--- src/rtl/scan_pkg.sv ---
package scan_pkg;

  typedef enum logic [1:0] {
    VAR_EQ   = 2'd0,
    VAR_LOW  = 2'd1,
    VAR_HIGH = 2'd2
  } scanVar_e;

  // strobes from control to datapath
  typedef struct packed {
    logic clrAll;     // new command: clear every flag
    logic setNr;      // drive not ready at start
    logic cmpEn;      // compare one byte pair
    logic firstByte;  // byte is the first of its sector
  } dpStb_t;

  typedef struct packed {
    logic     ok;
    scanVar_e v;
  } opDec_t;

  function automatic opDec_t decodeOp(input logic [7:0] op);
    opDec_t d;
    d.ok = 1'b1;
    d.v  = VAR_EQ;
    case (op[4:0])
      5'h11:   d.v = VAR_EQ;
      5'h19:   d.v = VAR_LOW;
      5'h1D:   d.v = VAR_HIGH;
      default: d.ok = 1'b0;
    endcase
    return d;
  endfunction

endpackage

--- src/rtl/scan_fifo.sv ---
module scan_fifo #(
  parameter int DEPTH = 16,
  parameter int WIDTH = 8
) (
  input  logic             clk,
  input  logic             rstN,
  input  logic             push,
  input  logic [WIDTH-1:0] wData,
  input  logic             pop,
  output logic [WIDTH-1:0] rData,
  output logic             empty
);
  localparam int AW = $clog2(DEPTH);

  logic [WIDTH-1:0] mem [DEPTH];
  logic [AW:0] wrPtr, rdPtr;
  logic full;

  assign empty = (wrPtr == rdPtr);
  assign full  = (wrPtr[AW] != rdPtr[AW]) && (wrPtr[AW-1:0] == rdPtr[AW-1:0]);
  assign rData = mem[rdPtr[AW-1:0]];

  always_ff @(posedge clk or negedge rstN) begin
    if (!rstN) begin
      wrPtr <= '0;
      rdPtr <= '0;
    end else begin
      if (push && !full) wrPtr <= wrPtr + 1'b1;
      if (pop && !empty) rdPtr <= rdPtr + 1'b1;
    end
  end

  always_ff @(posedge clk) begin
    if (push && !full) mem[wrPtr[AW-1:0]] <= wData;
  end
endmodule

--- src/rtl/scan_dp.sv ---
module scan_dp
  import scan_pkg::*;
(
  input  logic     clk,
  input  logic     rstN,
  input  dpStb_t   stb,
  input  scanVar_e variant,
  input  logic [7:0] hostByte,
  input  logic     fifoEmpty,
  input  logic [7:0] diskByte,
  output logic     hit,
  output logic     notSat,
  output logic     notReady,
  output logic     abnormal,
  output logic     nsNext
);
  logic hitBase, nsBase, diff, relax, hitNext;

  always_comb begin
    hitBase = stb.firstByte ? 1'b1 : hit;
    nsBase  = stb.firstByte ? 1'b0 : notSat;
    diff    = fifoEmpty || (hostByte != diskByte);
    relax   = !fifoEmpty &&
              (((variant == VAR_LOW)  && (hostByte < diskByte)) ||
               ((variant == VAR_HIGH) && (hostByte > diskByte)));
    hitNext = hitBase && !diff;
    nsNext  = nsBase || (diff && !relax);
  end

  always_ff @(posedge clk or negedge rstN) begin
    if (!rstN) begin
      hit      <= 1'b0;
      notSat   <= 1'b0;
      notReady <= 1'b0;
      abnormal <= 1'b0;
    end else if (stb.clrAll) begin
      hit      <= 1'b0;
      notSat   <= 1'b0;
      notReady <= stb.setNr;
      abnormal <= stb.setNr;
    end else if (stb.cmpEn) begin
      hit    <= hitNext;
      notSat <= nsNext;
    end
  end
endmodule

--- src/rtl/scan_ctrl.sv ---
module scan_ctrl
  import scan_pkg::*;
#(
  parameter int BASE_BYTES = 128,
  parameter int MAX_CODE   = 7,
  parameter int CMD_LEN    = 9,
  parameter int SIZE_POS   = 5
) (
  input  logic     clk,
  input  logic     rstN,
  input  logic     cmdStb,
  input  logic [7:0] cmdByte,
  input  logic     driveReady,
  input  logic     diskStb,
  input  logic     nsNext,
  output dpStb_t   stb,
  output scanVar_e variant,
  output logic     pop,
  output logic     scanDone,
  output logic     termCount,
  output logic     cmdEnd
);
  localparam int MAX_BYTES = BASE_BYTES << MAX_CODE;
  localparam int CW        = $clog2(MAX_BYTES) + 1;
  localparam int NW        = $clog2(CMD_LEN + 1);

  typedef enum logic [1:0] {ST_IDLE, ST_RUN, ST_DONE} state_e;

  state_e        state;
  logic [NW-1:0] cmdCnt;
  logic [2:0]    codeR;
  logic [CW-1:0] byteIdx, lastIdx;
  logic          acceptCmd, startNow, lastByte;
  opDec_t        dec;

  always_comb begin
    int code;
    code    = (int'(codeR) > MAX_CODE) ? MAX_CODE : int'(codeR);
    lastIdx = CW'((BASE_BYTES << code) - 1);
  end

  assign dec       = decodeOp(cmdByte);
  assign acceptCmd = cmdStb && (state != ST_RUN);
  assign startNow  = acceptCmd && (cmdCnt == NW'(CMD_LEN - 1));

  always_comb begin
    stb.clrAll    = startNow;
    stb.setNr     = startNow && !driveReady;
    stb.cmpEn     = (state == ST_RUN) && diskStb;
    stb.firstByte = (byteIdx == '0);
  end

  assign lastByte = stb.cmpEn && (byteIdx == lastIdx);
  assign pop      = diskStb && ((state == ST_RUN) || (state == ST_DONE));

  always_ff @(posedge clk or negedge rstN) begin
    if (!rstN) begin
      state     <= ST_IDLE;
      cmdCnt    <= '0;
      codeR     <= '0;
      variant   <= VAR_EQ;
      byteIdx   <= '0;
      scanDone  <= 1'b0;
      termCount <= 1'b0;
      cmdEnd    <= 1'b0;
    end else begin
      termCount <= 1'b0;
      cmdEnd    <= 1'b0;
      if (acceptCmd) begin
        if (cmdCnt == '0) begin
          if (dec.ok) begin
            variant <= dec.v;
            cmdCnt  <= NW'(1);
          end
        end else if (startNow) begin
          cmdCnt   <= '0;
          byteIdx  <= '0;
          scanDone <= 1'b0;
          state    <= driveReady ? ST_RUN : ST_IDLE;
          cmdEnd   <= !driveReady;
        end else begin
          if (cmdCnt == NW'(SIZE_POS)) codeR <= cmdByte[2:0];
          cmdCnt <= cmdCnt + 1'b1;
        end
      end
      if (stb.cmpEn) begin
        byteIdx <= lastByte ? '0 : byteIdx + 1'b1;
        if (lastByte && !nsNext) begin
          state     <= ST_DONE;
          scanDone  <= 1'b1;
          termCount <= 1'b1;
          cmdEnd    <= 1'b1;
        end
      end
    end
  end
endmodule

--- src/rtl/scan_compare.sv ---
module scan_compare
  import scan_pkg::*;
#(
  parameter int FIFO_DEPTH = 16,
  parameter int BASE_BYTES = 128,
  parameter int MAX_CODE   = 7
) (
  input  logic       clk,
  input  logic       rstN,
  input  logic       cmdStb,
  input  logic [7:0] cmdByte,
  input  logic       driveReady,
  input  logic       hostValid,
  input  logic [7:0] hostByte,
  input  logic       diskStb,
  input  logic [7:0] diskByte,
  output logic       st2Hit,
  output logic       st2NotSat,
  output logic       st0NotReady,
  output logic       st0Abnormal,
  output logic       scanDone,
  output logic       termCount,
  output logic       cmdEnd
);
  dpStb_t     stb;
  scanVar_e   variant;
  logic       pop, fifoEmpty, nsNext;
  logic [7:0] fifoByte;

  scan_fifo #(.DEPTH(FIFO_DEPTH), .WIDTH(8)) uFifo (
    .clk(clk), .rstN(rstN), .push(hostValid), .wData(hostByte),
    .pop(pop), .rData(fifoByte), .empty(fifoEmpty)
  );

  scan_ctrl #(.BASE_BYTES(BASE_BYTES), .MAX_CODE(MAX_CODE)) uCtrl (
    .clk(clk), .rstN(rstN), .cmdStb(cmdStb), .cmdByte(cmdByte),
    .driveReady(driveReady), .diskStb(diskStb), .nsNext(nsNext),
    .stb(stb), .variant(variant), .pop(pop), .scanDone(scanDone),
    .termCount(termCount), .cmdEnd(cmdEnd)
  );

  scan_dp uDp (
    .clk(clk), .rstN(rstN), .stb(stb), .variant(variant),
    .hostByte(fifoByte), .fifoEmpty(fifoEmpty), .diskByte(diskByte),
    .hit(st2Hit), .notSat(st2NotSat), .notReady(st0NotReady),
    .abnormal(st0Abnormal), .nsNext(nsNext)
  );
endmodule

--- config.mk ---
export PLATFORM = sky130hd
export DESIGN_NAME = scan_compare
export DESIGN_NICKNAME = d
export VERILOG_FILES = /design/src/rtl/scan_pkg.sv /design/src/rtl/scan_fifo.sv /design/src/rtl/scan_dp.sv /design/src/rtl/scan_ctrl.sv /design/src/rtl/scan_compare.sv
export SDC_FILE = /design/constraint.sdc
export NUM_CORES = 1
export LEC_CHECK = 0
export BUFFER_PORTS_ARGS = -buffer_cell sky130_fd_sc_hd__buf_2
export CAP_MARGIN = 40
export CORE_UTILIZATION = 35
export CTS_CLUSTER_SIZE = 12
export DETAILED_ROUTE_END_ITERATION = 8
export HOLD_SLACK_MARGIN = 0.03
export SETUP_SLACK_MARGIN = 0.1
export SLEW_MARGIN = 10
export SYNTH_ARGS = -nofsm -noshare
export SYNTH_HDL_FRONTEND = slang
export SYNTH_SLANG_ARGS = --single-unit
export TNS_END_PERCENT = 10
--- constraint.sdc ---
create_clock -name clk -period 6.6 [get_ports clk]
set_input_delay 1.32 -clock clk [delete_from_list [all_inputs] [get_ports clk]]
set_output_delay 1.32 -clock clk [all_outputs]
set_load 0.03 [all_outputs]
After elaboration in Yosys (flattened, before gate mapping)
Memory sizes are Yosys's and may differ from the RTL's.
Cells that the tools add are included.
{ "classes": {"add_sub_neg": 5, "n_mul": 0, "div": 0, "order_cmp": 2, "n_eq_ne": 17, "shifts": 1, "n_mux": 36, "n_bitwise": 2, "reduce_logical": 34} }
{ "op_table": {"columns": ["operator", "n"], "rows": [
  ["$mux 15", 5],
  ["$mux 1", 22],
  ["$add 15x1->15 const B", 1],
  ["$eq 15x15->1", 1],
  ["$eq 5x5->1 const B", 3],
  ["$logic_and 1x1->1", 15],
  ["$logic_not 15->1", 1],
  ["$shl 8x3->15 const A", 1],
  ["$sub 15x2->15 const B", 1],
  ["$mux 4", 3],
  ["$add 5x1->5 const B", 2],
  ["$mux 2", 5],
  ["$gt 8x8->1", 1],
  ["$lt 8x8->1", 1],
  ["$ne 8x8->1", 1],
  ["$logic_not 1->1", 6],
  ["$ne 2x1->1 const B", 3],
  ["$reduce_and 3->1", 2],
  ["$eq 5x5->1", 1],
  ["$add 4x1->4 const B", 1],
  ["$eq 2x1->1 const B", 2],
  ["$eq 2x2->1 const B", 2],
  ["$eq 4x3->1 const B", 1],
  ["$eq 4x4->1", 1],
  ["10 further kinds", 15]
]} }
{ "totals": {"register_bits": 42, "latchBits": 0, "mem_bits_rw": 128, "mem_bits_ro": 0, "inputBits": 30, "elab_cells": 111, "n_memories": 1} }
{ "memory_table": {"columns": ["memory", "depth", "word_bits", "read_ports", "rd_clocked_by_memory_dff", "wr", "line_no", "source"], "rows": [
  ["uFifo.mem", 16, 8, 1, 0, 1, "scan_fifo.sv:15", "logic [WIDTH-1:0] mem [DEPTH];"]
]} }

Longest topological paths before layout
Gate-level depths: netlist of the first run.
An unclocked memory read counts as a cell.
{ "logic_depth": {"ltp_word": 12, "ltp_mapped": 12, "depth_no_buf": 10} }

Hierarchy
A second synthesis of the first run with hierarchy kept.
{ "unflattened": {"cells_unflattened": 521, "hier_area_um2": 7751.2} }
{ "by_module_without_submodules": {"columns": ["mod", "n_inst", "cells_each", "area_per_inst_um2", "seq_area_each_um2"], "rows": [
  ["scan_fifo", 1, 277, 5595.4, 4093.9],
  ["scan_ctrl", 1, 196, 1744.2, 725.7],
  ["scan_dp", 1, 48, 411.6, 75.1]
]} }

Worst setup path after synthesis of the first run
Ideal clock, no wire load.
{ "synth_timing": {"kind": "flip-flop to flip-flop", "startpoint": "reg uFifo.rdPtr[0]", "endpoint": "reg uCtrl.state[0]", "t_arrival_ps": 3397, "t_required_ps": 6480, "path_slack_ps": 3083, "stages_incl_launch_ff": 12, "period_less_slack_ps": 3517, "path_cell_list": "dfrtp_1 clkbuf_1 buf_2 mux4_2 mux4_2 ha_1 a21oi_1 o21ai_0 nor3b_1 mux2i_1 a2111o_1 a21boi_1"} }
{ "synth_between": {"elab_chain_cells": 12, "word_cells_on_any_way": 18, "cone_classes": "order compare (2); eq/ne (2); mux (2); reduce/logical (11); memory (1)"} }
{ "synth_lines": {"columns": ["element", "line_no", "source"], "rows": [
  ["start, declared", "scan_fifo.sv:16", "logic [AW:0] wrPtr, rdPtr;"],
  ["start signal, assigned", "scan_fifo.sv:29", "if (pop && !empty) rdPtr <= rdPtr + 1'b1;"],
  ["$mem_v2 16x8", null, null],
  ["$lt 8x8->1 or $gt 8x8->1 (tied branches)", "scan_dp.sv:24, scan_dp.sv:25", null],
  ["$logic_and 1x1->1, on equally long branches", "scan_dp.sv:24, scan_dp.sv:25", null],
  ["$logic_or 1x1->1", "scan_dp.sv:24", "(((variant == VAR_LOW) && (hostByte < diskByte)) ||"],
  ["$logic_and 1x1->1", "scan_dp.sv:23", "relax = !fifoEmpty &&"],
  ["$logic_not 1->1", "scan_dp.sv:27", "nsNext = nsBase || (diff && !relax);"],
  ["$logic_and 1x1->1 (*)", "scan_dp.sv:27", null],
  ["$logic_or 1x1->1 (*)", "scan_dp.sv:27", null],
  ["$logic_not 1->1 (*)", "scan_ctrl.sv:88", "if (lastByte && !nsNext) begin"],
  ["$logic_and 1x1->1 (*)", "scan_ctrl.sv:88", null],
  ["$mux 2 (*)", "scan_ctrl.sv:88", null],
  ["$mux 2 (*)", "scan_ctrl.sv:86", "if (stb.cmpEn) begin"],
  ["end signal, assigned", "scan_ctrl.sv:79", "state <= driveReady ? ST_RUN : ST_IDLE;"],
  ["end, declared", "scan_ctrl.sv:29", "state_e state;"]
]} }
Every way passes the cells marked *; elsewhere a longest branch is shown, timed or not.
A chain may end at the register's enable or synchronous reset.

Final worst setup path of the first run
Ends and elaborated chain as after synthesis.

==> flow_summary_export.csv, run 1 <==
group,metric,value,unit
clock_network,cts_sinks,170,
clock_network,cts_setup_buffers,0,
yosys,yosysMostFrequentCell,"edfxtp_1",
drt,dr.pass1.iters,5,
placement,port-buffer-count,33,
worst_setup_path,worst_r2r_path_depth,11,
global_routing,grt_use_total,0.147,
placement,dp_hpwl,10300,um
yosys,synthArstFlopShare,0.247,
sta,hold_slack,0.510,ns
drt,ant_nets,0,
floorplanning,rows,53,
floorplanning,ios,37,
worst_setup_path,required,6.92,ns
placement,place_ws,2.66,ns
worst_setup_path,path_depth,11,
clock_network,clk-insertion-delay-late,0.43,ns
yosys,syn_area,7590,um^2
sta,setup_violations,0,
global_routing,grt_max_degree,37,
sta,max_freq,260,MHz
placement,place.gp.congestion,0.847,
yosys,yosys-top-cells-count,"128 x edfxtp_1, 42 x dfrtp_1, 40 x mux4_2, 40 x nand2_1, 26 x inv_1",
worst_setup_path,critPathKind,"reg -> reg",
sta,tightest_slew,0.702,ns
drt,wl_per_cell,18.2,um
drt,initialDrtViolationCount,357,
yosys,synth_top_cell_area_share,0.506,
sta,setup_tns,0,ns
global_routing,antenna_found_initial,0,
worst_setup_path,cp-end-kind,"flop",
yosys,ys_types,47,
sta,rsz0062_at_grt,"no",
floorplanning,die_w,149,um
clock_network,cts_buffers,17,
min_path,hold_path_depth,2,
min_path,hp-class,"reg -> reg",
run_status,status,"finished, final reports clean",
clock_network,cts_buffer_depth,2,
job,maxCapViolations,0,
yosys,synth_warnings,0,
drt,via_per_inst,5.27,
yosys,synthCells,502,
yosys,synth_area_leaders,"edfxtp_1 51%, dfrtp_1 14%, mux4_2 12%",
yosys,yosys_most_used_dff,"edfxtp_1",
drt,wl,15000,um
global_routing,grt_pass1_wl,24300,um
clock_network,cts_max_level,4,
layout,antennaDiodeCount,0,
layout,syn_to_final_growth,14.1,%
clock_network,cts_hold_buf,0,
worst_setup_path,cpMostUsedCell,"mux4_2",
yosys,synth_area_per_cell,15.1,um^2
worst_setup_path,crit_family,"multiplexers",
sta,hold_viol_final,0,
worst_setup_path,start_kind,"flop",
clock_network,cts_resized,0,
drt,drc_errors,0,
sta,timing.final.crit_period,3.85,ns
layout,utilization,0.409,
floorplanning,die_y,149,um
clock_network,path_clk_slew,0.07,ns
sta,fin_skew,0.0119,ns
clock_network,cts_root_buf,"clkbuf_16",
floorplanning,initial_core_util,0.359,
worst_setup_path,path_buf_inv,2,
worst_setup_path,reg2reg_from,"uFifo.rdPtr[0]$_DFFE_PN0P_",
sta,slew_headroom,0.532,
layout,layout-drive-gt1-share,0.227,
worst_setup_path,r2r-end,"uCtrl.state[0]$_DFF_PN0_",
sta,fin_crit_sh,0.584,
power_and_ir_drop,p_leak,3.11,nW
floorplanning,coreArea,21200,um^2
yosys,synth_nets,552,
drt,num_vias,4355,
global_routing,grt_overflow,0,
min_path,hold_path_end,"uDp.notReady$_DFFE_PN0P_",
worst_setup_path,slowest_delay,0.57,ns
yosys,synth_edf_count,128,
worst_setup_path,reg2reg_setup_slack,2.75,ns
power_and_ir_drop,ir_drop,0.182,mV
worst_setup_path,crit_fanout,20,
floorplanning,die_area,22300,um^2
worst_setup_path,cp.arrival,4.17,ns
power_and_ir_drop,power_density,411,nW/um^2
sta,fin_ws,2.75,ns
global_routing,grt_pass1_vias,4409,
yosys,ys_seq_area_frac,0.645,
clock_network,cts_tree,"built",
yosys,synth_top_area_cell,"edfxtp_1",
layout,finalNetCount,589,
yosys,ys_ff_latch,170,
sta,drv_slew,0,
worst_setup_path,worstPathCellList,"buf_12, buf_4, mux4_2, mux4_2, ha_1, a21oi_1, o21ai_0, nor3b_1, mux2i_1, a2111o_1, a21boi_1",
min_path,hp-start,"uDp.notReady$_DFFE_PN0P_",
worst_setup_path,crit_slowest_cell,"dfrtp_2",
[per-stage QoR]
step	std cells	cell area [um^2]	power (mW)
final	826	8660	3.56
after global routing	826	8660	3.76
after CTS	826	8660	3.60
after detailed placement	795	8110	2.65
after global placement	792	8050	2.58
after floorplan	502	7590	2.33
[final cells by class]
type	instances	area, um^2
tap	275	344
fill	1891	12500
clock buffer	17	425
timing repair buffer	43	269
sequential	170	4900
clock inverter	14	130
multi-input combinational	281	2500
inverter	26	97.6
[worst max-delay path by stage]
stage                               start                        to  slack, ns
2_1_floorplan  uFifo.rdPtr[0]$_DFFE_PN0P_  uCtrl.state[0]$_DFF_PN0_       3.08
3_3_place_gp   uFifo.rdPtr[0]$_DFFE_PN0P_  uCtrl.state[0]$_DFF_PN0_       2.41
3_5_place_dp   uFifo.rdPtr[0]$_DFFE_PN0P_  uCtrl.state[0]$_DFF_PN0_       2.66
4_1_cts        uFifo.rdPtr[0]$_DFFE_PN0P_  uCtrl.state[0]$_DFF_PN0_       2.66
5_1_grt        uFifo.rdPtr[0]$_DFFE_PN0P_  uCtrl.state[0]$_DFF_PN0_       2.52
6_report       uFifo.rdPtr[0]$_DFFE_PN0P_  uCtrl.state[0]$_DFF_PN0_       2.75
[cells in the final DEF, fill, tap and decap left out, types with 13 or more instances in the layout]
cell type	netlist	routed
inv_1	26	26
nand2_1	40	40
nor2_1	13	13
clkbuf_16	0	17
and2_1	13	13
mux4_2	40	40
nor3_1	13	13
edfxtp_1	128	128
buf_2	5	33
xnor2_1	15	15
dfrtp_1	42	41
nand4_1	15	15
o21ai_0	17	17
ha_1	20	20
[routing by layer]
layer	share of wire	GRT usage	up-vias	wire length (um)
li1	-	-	2010	-
met1	0.46	0.198	2210	6900
met2	0.48	0.234	120	7240
met3	0.047	0.0330	15	713
met4	0.013	0.0531	0	193
met5	0	0	-	0
[worst register-to-register path: stages, from the launching register on]
cell and delay (ns):
dfrtp_2 0.57, buf_12 0.25, buf_4 0.27, mux4_2 0.53, mux4_2 0.47, ha_1 0.33, a21oi_1 0.16, o21ai_0 0.19
nor3b_1 0.22, mux2i_1 0.11, a2111o_1 0.49, a21boi_1 0.16
[power breakdown]
| part | internal, mW | total (mW) | switching, mW |
|---|---|---|---|
| combinational | 0.557 | 1.13 | 0.573 |
| clock | 0.495 | 0.940 | 0.445 |
| sequential | 1.32 | 1.49 | 0.169 |
[kinds of logic after synthesis]
| group | Yosys count | synth area share |
|---|---|---|
| buf+inv | 51 | 0.0270 |
| flops | 170 | 0.645 |
| xor+xnor | 18 | 0.0208 |
| mux | 49 | 0.132 |
| simple gates | 140 | 0.0964 |
| compound gates | 54 | 0.0466 |
| fa+ha+maj | 20 | 0.0330 |
[sequential cells by signal, summed over array words and instances, names as in the netlist]
signal,cells
uFifo.rdPtr,5
uCtrl.byteIdx,15
uDp.hit,1
uCtrl.variant,2
uDp.notReady,1
uCtrl.codeR,3
uCtrl.cmdEnd,1
uFifo.wrPtr,5
uCtrl.scanDone,1
uCtrl.state,2
uDp.notSat,1
uFifo.mem,128
uCtrl.cmdCnt,4
uCtrl.termCount,1
No activity file was read; power rests on OpenSTA's default activity.
==> inputs of run 2 (changes only) <==
Clock period 6.6 ns to 3.93 ns, I/O delays scaled along.
==> flow_summary_export.csv, run 2 (synthesis gave the netlist of run 1 again) <==
group,metric,value,unit
run_status,status,"finished, final reports clean",
drt,drc_errors,0,
global_routing,grt_max_degree,37,
drt,dr.pass1.iters,5,
clock_network,cts_setup_buffers,0,
power_and_ir_drop,p_total,6.04,mW
placement,dp_hpwl,10100,um
clock_network,cts_buffer_depth,2,
floorplanning,die_y,149,um
sta,max_freq,289,MHz
global_routing,grt_overflow,0,
sta,setup_violations,0,
clock_network,cts_resized,0,
worst_setup_path,cp.arrival,3.79,ns
power_and_ir_drop,power_density,693,nW/um^2
layout,mostFrequentLayoutCells,"128 x edfxtp_1, 41 x dfrtp_1, 40 x nand2_1, 40 x mux4_2, 33 x buf_2",
global_routing,grt_use_total,0.143,
layout,largest_register_ff_count,128,
layout,layout_commonest_cell,"edfxtp_1",
worst_setup_path,crit_slowest_cell,"mux4_2",
worst_setup_path,required,4.25,ns
worst_setup_path,critPathKind,"reg -> reg",
sta,slew_headroom,0.520,
drt,wl,14500,um
worst_setup_path,start_kind,"flop",
clock_network,cts_sinks,170,
floorplanning,ios,37,
worst_setup_path,worstPathCellList,"buf_12, mux4_2, mux4_2, ha_1, a21oi_1, o21ai_0, nor3b_1, mux2i_1, a2111o_1, a21boi_1",
worst_setup_path,crit_fanout,28,
clock_network,cts_buffers,17,
sta,fin_skew,0.0161,ns
clock_network,cts_tree,"built",
floorplanning,initial_core_util,0.359,
layout,layout-drive-gt1-share,0.231,
sta,setup_tns,0,ns
drt,initialDrtViolationCount,311,
power_and_ir_drop,ir_drop,0.335,mV
sta,rsz0062_at_grt,"no",
layout,fin_cells,828,
placement,place.gp.congestion,0.846,
drt,via_per_inst,5.15,
clock_network,clk-insertion-delay-late,0.44,ns
clock_network,cts_max_level,4,
clock_network,cts_root_buf,"clkbuf_16",
worst_setup_path,cp-end-kind,"flop",
sta,fin_ws,0.468,ns
power_and_ir_drop,p_leak,3.14,nW
floorplanning,rows,53,
floorplanning,die_w,149,um
drt,num_vias,4261,
worst_setup_path,cpMostUsedCell,"mux4_2",
sta,drv_slew,0,
sta,fin_crit_sh,0.881,
sta,hold_viol_final,0,
global_routing,antenna_found_initial,0,
clock_network,cts_hold_buf,0,
placement,place_ws,0.435,ns
min_path,hp-class,"in -> async",
global_routing,grt_pass1_vias,4310,
clock_network,path_clk_slew,0.07,ns
floorplanning,die_area,22300,um^2
layout,antennaDiodeCount,0,
worst_setup_path,slowest_delay,0.57,ns
placement,dp.cells,796,
drt,wl_per_cell,17.5,um
global_routing,grt_pass1_wl,23600,um
sta,timing.final.crit_period,3.46,ns
job,maxCapViolations,0,
layout,syn_to_final_growth,14.9,%
floorplanning,coreArea,21200,um^2
drt,ant_nets,0,
layout,finalNetCount,590,
sta,tightest_slew,0.718,ns
placement,port-buffer-count,33,
-- run 2: cell types whose count changed in the layout (fill, tap and decap cells not counted) --
cell | before | now
clkinv_4 | 3 | 1
clkinv_1 | 1 | 0
clkinv_2 | 0 | 1
inv_6 | 4 | 3
buf_4 | 7 | 8
clkinvlp_4 | 2 | 1
buf_6 | 1 | 0
buf_12 | 2 | 3
clkinv_8 | 1 | 5
inv_8 | 3 | 4
-- run 2: critical path: cells and delay by family (launching register included) --
kind,cells,cell delay (ns)
and+or+nand+nor,1,0.22
AOI/OAI and AO/OA,4,0.98
buffers and inverters,1,0.24
muxes,3,1.18
DFF,1,0.39
adders and majority gates,1,0.32
-- run 2: layout make-up --
class	instances	area (um^2)
clock buffers	17	425
clock inverters	15	174
fillers	1877	12400
inverters	26	97.6
multi-input cells	281	2500
flip-flops and latches	170	4900
well taps	275	344
repair buffers	44	285
-- run 2: final timing paths --
kind | start | to | slack (ns) | cells past startpoint
max | uFifo.rdPtr[0]$_DFFE_PN0P_ | uCtrl.state[0]$_DFF_PN0_ | 0.47 | 10
min | rstN | uCtrl.cmdCnt[3]$_DFFE_PN0P_ | 0.20 | 1
max reg2reg | uFifo.rdPtr[0]$_DFFE_PN0P_ | uCtrl.state[0]$_DFF_PN0_ | 0.47 | 10
min reg2reg | uCtrl.scanDone$_DFF_PN0_ | uCtrl.scanDone$_DFF_PN0_ | 0.48 | 2
max in group asynchronous | rstN | uFifo.rdPtr[0]$_DFFE_PN0P_ | 3.26 | 2
min in group clk | uCtrl.scanDone$_DFF_PN0_ | uCtrl.scanDone$_DFF_PN0_ | 0.48 | 2
-- run 2: report_power, final --
part	leakage [nW]	total [mW]	switching, mW	internal (mW)
sequential	1.70	2.46	0.244	2.21
clock	0.290	1.65	0.791	0.856
combinational	1.15	1.94	0.986	0.953
total	3.14	6.04	2.02	4.02
-- run 2: stage by stage --
stage | utilization | hold WS, ns | instance area [um^2]
after global placement | 0.383 | 0.459 | 8090
after global routing | 0.412 | 0.198 | 8720
after CTS | 0.412 | 0.192 | 8720
after detailed placement | 0.384 | 0.467 | 8120
after floorplan | - | 0.477 | 7590
final | 0.412 | 0.199 | 8720
-- run 2: metal layers --
layer,vias up,part of all wire,global-route usage
met5,-,0,0
met4,0,0.014,0.0551
met3,18,0.040,0.0333
met2,101,0.49,0.230
met1,2126,0.46,0.187
li1,2016,-,-
